<file path="config.mk">
export PLATFORM = sky130hd
export DESIGN_NAME = canfrag_top
export DESIGN_NICKNAME = d
export VERILOG_FILES = /design/src/rtl/canfrag_pkg.sv /design/src/rtl/canfrag_size_clamp.sv /design/src/rtl/canfrag_hdr_store.sv /design/src/rtl/canfrag_seq.sv /design/src/rtl/canfrag_top.sv
export SDC_FILE = /design/constraint.sdc
export NUM_CORES = 1
export LEC_CHECK = 0
export ABC_CLOCK_PERIOD_IN_PS = 4250
export BUFFER_PORTS_ARGS = -buffer_cell sky130_fd_sc_hd__buf_4
export CAP_MARGIN = 15
export CORE_MARGIN = 3
export CORE_UTILIZATION = 45
export DETAILED_ROUTE_END_ITERATION = 12
export PLACE_DENSITY = 0.7
export SETUP_SLACK_MARGIN = 0.2
export SLEW_MARGIN = 20
export SYNTH_ARGS = -nofsm -noshare
export SYNTH_HDL_FRONTEND = slang
export SYNTH_SLANG_ARGS = --single-unit
</file>
<file path="constraint.sdc">
create_clock -name clk -period 4.25 [get_ports clk]
set_input_delay 0.85 -clock clk [delete_from_list [all_inputs] [get_ports clk]]
set_output_delay 0.85 -clock clk [all_outputs]
set_load 0.05 [all_outputs]
</file>
<file path="src/rtl/canfrag_pkg.sv">
package canfrag_pkg;
  // Source of the byte currently presented on the buffer write port.
  typedef enum logic [1:0] {
    PH_HDR = 2'd0,  // header arriving from the stream (first fragment)
    PH_PAY = 2'd1,  // payload arriving from the stream
    PH_RPL = 2'd2   // header replayed from storage (later fragments)
  } phase_e;
endpackage

</file>
<file path="src/rtl/canfrag_size_clamp.sv">
module canfrag_size_clamp #(
  parameter int SIZE_W   = 12,
  parameter int MIN_SIZE = 16,
  parameter int MAX_SIZE = 72,
  parameter int CW       = $clog2(MAX_SIZE + 1)
) (
  input  logic [SIZE_W-1:0] raw_i,
  output logic [CW-1:0]     size_o
);
  always_comb begin
    if (raw_i < SIZE_W'(MIN_SIZE))      size_o = CW'(MIN_SIZE);
    else if (raw_i > SIZE_W'(MAX_SIZE)) size_o = CW'(MAX_SIZE);
    else                                size_o = raw_i[CW-1:0];
  end
endmodule

</file>
<file path="src/rtl/canfrag_hdr_store.sv">
module canfrag_hdr_store #(
  parameter int HDR_BYTES = 8,
  parameter int IW        = $clog2(HDR_BYTES)
) (
  input  logic          clk,
  input  logic          rst_n,
  input  logic          we_i,
  input  logic [IW-1:0] wr_idx_i,
  input  logic [7:0]    wr_byte_i,
  input  logic          clr_i,
  input  logic [IW-1:0] rd_idx_i,
  output logic [7:0]    rd_byte_o
);
  logic [7:0] slot_q [HDR_BYTES];

  for (genvar g = 0; g < HDR_BYTES; g++) begin : g_slot
    always_ff @(posedge clk or negedge rst_n) begin
      if (!rst_n)                                   slot_q[g] <= '0;
      else if (clr_i)                               slot_q[g] <= '0;
      else if (we_i && (wr_idx_i == IW'(g)))        slot_q[g] <= wr_byte_i;
    end
  end

  assign rd_byte_o = slot_q[rd_idx_i];
endmodule

</file>
<file path="src/rtl/canfrag_seq.sv">
module canfrag_seq
  import canfrag_pkg::*;
#(
  parameter int HDR_BYTES = 8,
  parameter int MIN_SIZE  = 16,
  parameter int CW        = 7
) (
  input  logic          clk,
  input  logic          rst_n,
  input  logic [CW-1:0] size_now_i,
  input  logic          in_valid_i,
  input  logic          in_last_i,
  input  logic          wr_ready_i,
  output phase_e        phase_o,
  output logic [CW-1:0] off_o,
  output logic [CW-1:0] size_eff_o,
  output logic          in_pkt_o,
  output logic          in_ready_o,
  output logic          wr_valid_o,
  output logic          hdr_we_o,
  output logic          hdr_clr_o,
  output logic          done_o
);
  phase_e        phase_q;
  logic [CW-1:0] off_q;
  logic [CW-1:0] size_q;
  logic          in_pkt_q;
  logic          done_q;

  logic stream_ph, fire, take, pkt_end, frag_full;

  assign size_eff_o = in_pkt_q ? size_q : size_now_i;
  assign stream_ph  = (phase_q != PH_RPL);
  assign wr_valid_o = stream_ph ? in_valid_i : 1'b1;
  assign in_ready_o = stream_ph & wr_ready_i;
  assign fire       = wr_valid_o & wr_ready_i;
  assign take       = fire & stream_ph;
  assign pkt_end    = take & in_last_i;
  assign frag_full  = fire & (off_q == (size_eff_o - CW'(1)));
  assign hdr_we_o   = take & (phase_q == PH_HDR);
  assign hdr_clr_o  = pkt_end;

  always_ff @(posedge clk or negedge rst_n) begin
    if (!rst_n) begin
      phase_q  <= PH_HDR;
      off_q    <= '0;
      size_q   <= CW'(MIN_SIZE);
      in_pkt_q <= 1'b0;
      done_q   <= 1'b0;
    end else begin
      done_q <= pkt_end | frag_full;
      if (take && !in_pkt_q) begin
        in_pkt_q <= 1'b1;
        size_q   <= size_now_i;
      end
      if (pkt_end) begin
        in_pkt_q <= 1'b0;
        phase_q  <= PH_HDR;
        off_q    <= '0;
      end else if (frag_full) begin
        phase_q <= PH_RPL;
        off_q   <= '0;
      end else if (fire) begin
        off_q <= off_q + CW'(1);
        if ((phase_q != PH_PAY) && (off_q == CW'(HDR_BYTES - 1))) phase_q <= PH_PAY;
      end
    end
  end

  assign phase_o  = phase_q;
  assign off_o    = off_q;
  assign in_pkt_o = in_pkt_q;
  assign done_o   = done_q;
endmodule

</file>
<file path="src/rtl/canfrag_top.sv">
module canfrag_top
  import canfrag_pkg::*;
#(
  parameter int SIZE_W    = 12,
  parameter int HDR_BYTES = 8,
  parameter int MIN_SIZE  = 16,
  parameter int MAX_SIZE  = 72,
  localparam int CW       = $clog2(MAX_SIZE + 1),
  localparam int IW       = $clog2(HDR_BYTES)
) (
  input  logic              clk,
  input  logic              rst_n,
  input  logic [SIZE_W-1:0] buf_size_i,
  input  logic              in_valid,
  output logic              in_ready,
  input  logic [7:0]        in_data,
  input  logic              in_last,
  output logic              wr_valid,
  input  logic              wr_ready,
  output logic [CW-1:0]     wr_offset,
  output logic [7:0]        wr_data,
  output logic              frag_done,
  output logic [CW-1:0]     next_offset_o
);
  logic [CW-1:0] size_now, size_eff, off_q;
  logic          in_pkt, hdr_we, hdr_clr;
  logic [7:0]    hdr_byte;
  phase_e        phase;

  canfrag_size_clamp #(
    .SIZE_W(SIZE_W), .MIN_SIZE(MIN_SIZE), .MAX_SIZE(MAX_SIZE), .CW(CW)
  ) u_clamp (
    .raw_i (buf_size_i),
    .size_o(size_now)
  );

  canfrag_seq #(
    .HDR_BYTES(HDR_BYTES), .MIN_SIZE(MIN_SIZE), .CW(CW)
  ) u_seq (
    .clk       (clk),
    .rst_n     (rst_n),
    .size_now_i(size_now),
    .in_valid_i(in_valid),
    .in_last_i (in_last),
    .wr_ready_i(wr_ready),
    .phase_o   (phase),
    .off_o     (off_q),
    .size_eff_o(size_eff),
    .in_pkt_o  (in_pkt),
    .in_ready_o(in_ready),
    .wr_valid_o(wr_valid),
    .hdr_we_o  (hdr_we),
    .hdr_clr_o (hdr_clr),
    .done_o    (frag_done)
  );

  canfrag_hdr_store #(.HDR_BYTES(HDR_BYTES), .IW(IW)) u_hdr (
    .clk      (clk),
    .rst_n    (rst_n),
    .we_i     (hdr_we),
    .wr_idx_i (off_q[IW-1:0]),
    .wr_byte_i(in_data),
    .clr_i    (hdr_clr),
    .rd_idx_i (off_q[IW-1:0]),
    .rd_byte_o(hdr_byte)
  );

  assign wr_data       = (phase == PH_RPL) ? hdr_byte : in_data;
  assign wr_offset     = off_q;
  assign next_offset_o = off_q;
endmodule

</file>
After elaboration in Yosys (flattened, before gate mapping):

Cells that the tools add are included.
Widths: inputs -> output; s select.

* mux-type cells: 33
* bitwise operators: 8
* $add $sub $neg: 2
* reductions and logical operators: 25
* $lt $le $gt $ge: 3
* eq/ne operators: 12

Operators by type and width (number)
* $mux 8: 19
* $mux 7: 6
* $bmux 8 s3: 1
* $reduce_bool 2->1: 9
* $eq 3x3->1 const B: 4
* $gt 12x7->1 const B: 1
* $lt 12x5->1 const B: 1
* $logic_and 1x1->1: 10
* $mux 2: 4
* $add 7x1->7 const B: 1
* $eq 7x3->1 const B: 1
* $eq 7x7->1: 1
* $sub 7x1->7 const B: 1
* $and 1x1->1: 6
* $eq 3x2->1 const B: 2
* $reduce_bool 3->1: 2
* $ge 4x4->1 const B: 1
* $not 3->4: 1
* $eq 3x1->1 const B: 1
* $logic_not 3->1: 1
* $mux 1: 3
* $eq 2x2->1 const B: 1
* $logic_not 2->1: 1
* $ne 2x1->1 const B: 1
* 4 further kinds: 4

* bits in registers: 82

Depth between registers and ports, before layout:

* word-level depth: 9
* depth in mapped cells: 14
* mapped depth without buffers: 13

Modules after synthesis:

Synthesis repeated with hierarchy kept, for this count alone.

* cell total of the unflattened synthesis: 440
* area total of the unflattened synthesis: 4683.2 µm²

By module, submodules not included
* canfrag_hdr_store: area each 3219.3 µm², sequential area each 1601.5 µm², cells each 301, times used 1
* canfrag_seq: area each 1166.1 µm², sequential area each 451.7 µm², cells each 107, times used 1
* canfrag_top: area each 197.7 µm², sequential area each 0.0 µm², cells each 17, times used 1
* canfrag_size_clamp: area each 100.1 µm², sequential area each 0.0 µm², cells each 15, times used 1

Worst setup path after synthesis:

OpenSTA, ideal clock, no wires.

* path kind: input-to-reg
* from: input buf_size_i[6]
* to: register u_seq.off_q[0], in the netlist u_seq.off_o[0]
* required time: 4.130 ns
* stages on the path: 14
* slack: 0.718 ns
* setup time: 0.120 ns
* arrival time: 3.412 ns
* path buffers: 1
* cells stage by stage: buf_6 > or3_2 > nand4_1 > nor2_1 > nand2_1 > nor2_1 > a21oi_1 > ha_1 > inv_1 > or4_1 > a21o_2 > mux2i_1 > o2111ai_1 > a31o_2

* word-level cells in the longest chain between the ends: 9

Ends and longest elaborated chain
* start: declaration: line canfrag_top.sv:13 `input logic [SIZE_W-1:0] buf_size_i,`
* $gt 12x7->1: line canfrag_size_clamp.sv:12 `else if (raw_i > SIZE_W'(MAX_SIZE)) size_o = CW'(MAX_SIZE);`
* $mux 7: line canfrag_size_clamp.sv:12
* $mux 7 (*): line canfrag_size_clamp.sv:11 `if (raw_i < SIZE_W'(MIN_SIZE)) size_o = CW'(MIN_SIZE);`
* $mux 7 (*): line canfrag_seq.sv:32 `assign size_eff_o = in_pkt_q ? size_q : size_now_i;`
* $sub 7x1->7 (*): line canfrag_seq.sv:39 `assign frag_full = fire & (off_q == (size_eff_o - CW'(1)));`
* $eq 7x7->1 (*): line canfrag_seq.sv:39
* $and 1x1->1 (*): line canfrag_seq.sv:39
* $mux 7: line canfrag_seq.sv:60 `end else if (frag_full) begin`
* $mux 7: line canfrag_seq.sv:56 `if (pkt_end) begin`
* end signal: assignment: line canfrag_seq.sv:64 `off_q <= off_q + CW'(1);`
* end: declaration: line canfrag_seq.sv:25 `logic [CW-1:0] off_q;`

Every way passes the cells marked *; elsewhere a longest branch is shown, timed or not.
A chain may end at the register's enable or synchronous reset.

Worst setup path after layout:

Same ends and word-level chain as after synthesis.

==> summary.txt <==
Global route
  – Initial antenna violation count: 0
  – First-pass GRT wire length: between 15000 and 20000 um
  – Vias in the first global route: between 4000 and 5000
  – Grt ovf: 0
  – Total track usage: 0.2203
  – Largest net degree at the start of global routing: 83

Floorplan
  – Die height: between 100 and 150 um
  – Initial Util: 0.4685
  – Die Footprint: approximately 0.012 mm^2
  – Row count: 36
  – IO Count: 50
  – Die width: between 100 and 150 um
  – Core area: slightly below 0.01 mm^2

STA
  – Tightest Pin Transition: between 1 and 1.5 ns
  – Fin. Hold Viols: 0
  – Max Clock Freq: 0.2880 GHz
  – Final Cycle Share: 0.8171
  – RSZ-0062 raised after global routing: false
  – Total negative slack: 0 ns
  – Relative slew slack: 0.2901
  – Final setup violating endpoints: 0
  – Final slew viol count: 0
  – Final Critical Period: roughly 3.5 ns
  – Clock skew: roughly 0.011 ns

Power and ir drop
  – Leakage power: about 2.2 nW
  – VDD IR max: around 0.22 mV
  – Clock network power share: 0.229
  – Sw power: 0.9597 mW
  – Comb pwr share: 0.324
  – Seq pwr share: 0.447
  – Net Sw Frac: 0.3855
  – Power Dens Cells: ~480 mW/mm^2
  – Int Pwr: around 1.5 mW

Clock tree
  – TritonCTS clock tree: done
  – Setup bufs post-CTS: 0
  – Reg clk slew, reported paths: 0.08 ns
  – Hold_buf cts: 0
  – Post-CTS sizing: 0
  – CTS sink count: 82
  – Worst skew pair latency: 0.36 ns
  – CTS Root Buffer Type: clkbuf_8
  – Num CTS Buffers: 9
  – Max H-tree Level: 3
  – Clk buf depth: 2

Synth
  – Flops & latches, synth: between 80 and 90
  – Count leader, synth: nand2_1
  – Number of synthesized flops with an enable pin: 0
  – Syn Nets: 554
  – Top-area cell type share of the netlist area: 0.4385
  – Top cells by area, synth: dfrtp_1 (44%), nand2_1 (9.2%), mux4_2 (7.8%)
  – Synth warnings: 0
  – Netlist cell types: 48
  – Top FF cell, synth: dfrtp_1
  – Post-Syn Area: 0.004622 mm^2
  – Largest area contributor in the netlist: dfrtp_1
  – Post-synth top cells: nand2_1 (113), dfrtp_1 (81), a21oi_1 (71)
  – Seq/Total Area, Yosys: 0.4442
  – Post-Syn Instances: 522
  – Synthesized area per cell: about 8.9 um^2
  – Synth async-reset ratio: 1.000

Placed design
  – Cells after DPL: 664
  – DP HPWL: approximately 8100 um
  – Port Buffers: 49
  – GPL Wtd Cong: roughly 0.86

Route
  – Drt wl/cell: roughly 18 um
  – Initial DRC count: between 400 and 500
  – Via total after detailed routing: around 4000
  – Final WL: ~12000 um
  – ANT nets after route: 0
  – Drt drc: 0
  – DR vias/cell: 5.941
  – DRT Pass-1 Iters: 6

Min path
  – Hold WC Path Type: primary input to asynchronous set/reset pin

Setup path
  – CP Capture Type: register
  – Crit start category: primary input
  – Worst EP arrival: 3.72 ns
  – Kind of critical path: primary input to register
  – Crit Path Max Fanout: 8
  – WP data required: between 4 and 5 ns

Final layout
  – Ant diodes: 0
  – Nets: ~570
  – Fraction of layout cells with a size suffix above 1: 0.1993
  – Post-layout util: 0.5264
  – Synth-to-Final Area Change: 12.34%
  – Fin cells: between 600 and 700

Outcome
  – Outcome: finished clean

Run
  – Max-cap violations: 0
-- cell families after synthesis --
family / share of synthesized area
mux: 0.08013
compound gates: 0.1405
fa+ha+maj: 0.01895
buf+inv: 0.06118
simple gates: 0.2304
xor+xnor: 0.02463
flops: 0.4442
-- stage by stage --
stage | power [mW] | setup slack [ns] | hold WS (ns) | cell area, um^2
floorplan | 1.689 | 0.7179 | 0.4573 | 4622
global placement | 1.900 | 0.5116 | 0.5058 | 4994
detailed placement | 1.927 | 0.4285 | 0.5055 | 4994
CTS | 2.498 | 0.7085 | 0.5171 | 5187
global route | 2.626 | 0.5894 | 0.5387 | 5192
finish | 2.490 | 0.7774 | 0.5131 | 5192
-- critical path, stage by stage --
cell and delay [ns]:
buf_4 0.14, or3_2 0.49, nand4_1 0.17, nor2_1 0.11, nand2_1 0.09, nor2_1 0.04, a21oi_1 0.17, ha_1 0.21
inv_1 0.06, or4_1 0.54, a21o_2 0.20, mux2i_1 0.16, o2111ai_1 0.20, a31o_2 0.27
-- layer usage --
layer	global-route usage	part of all wire	vias up
met5	0	0	-
met4	0.08476	0.012	0
met3	0.02699	0.085	17
met2	0.3517	0.48	187
met1	0.3086	0.42	1974
li1	-	-	1862
-- cell type report --
| cell class | instances | area (um^2) |
|---|---|---|
| repair buffers | 58 | 439.2 |
| inverters | 8 | 30.03 |
| multi-input cells | 383 | 2308 |
| fillers | 911 | 4672 |
| well taps | 133 | 166.4 |
| flip-flops and latches | 82 | 2054 |
| clock inverters | 6 | 66.31 |
| clock buffers | 10 | 127.6 |
-- state kept, by name, summed over array words and instances (netlist names) --
register	cells
u_hdr.slot_q	64
u_seq.done_o	1
u_seq.in_pkt_o	1
u_seq.off_o	7
u_seq.phase_o	2
u_seq.size_q	7
-- power by group through the flow --
| stage | registers (mW) | clock network (mW) | logic [mW] |
|---|---|---|---|
| 2_1_floorplan | 1.06 | 0 | 0.630 |
| 3_3_place_gp | 1.12 | 0 | 0.784 |
| 3_5_place_dp | 1.13 | 0 | 0.802 |
| 4_1_cts | 1.11 | 0.584 | 0.803 |
| 5_1_grt | 1.14 | 0.611 | 0.878 |
| 6_report | 1.11 | 0.570 | 0.807 |
-- placed cells by master (no fill, tap or decap), types with 3 or more instances in the layout --
cell type     n
nand2_1     113
dfrtp_1      80
a21oi_1      71
nand3_1      65
buf_4        57
nor2_1       21
mux4_2       16
a31oi_1      12
o21ai_0      10
nor3_1        9
clkbuf_8      9
inv_1         7
xor2_1        7
ha_1          7
xnor2_1       6
nand2b_1      5
o31ai_1       4
nand4_1       3
clkinvlp_4    3
-- final timing paths --
kind	start	end	slack (ns)	depth (start not counted)
setup / recovery	buf_size_i[6]	u_seq.off_o[0]	0.78	14
hold / removal	rst_n	u_hdr.slot_q[52]	0.51	1
setup reg to reg	u_seq.in_pkt_o	u_seq.off_o[0]	1.46	9
hold reg to reg	u_seq.size_q[4]	u_seq.size_q[4]	0.52	2
max in group asynchronous	rst_n	u_seq.size_q[3]	3.19	1
min in group clk	u_seq.size_q[4]	u_seq.size_q[4]	0.52	2
Power figures use the tool's default switching activity.
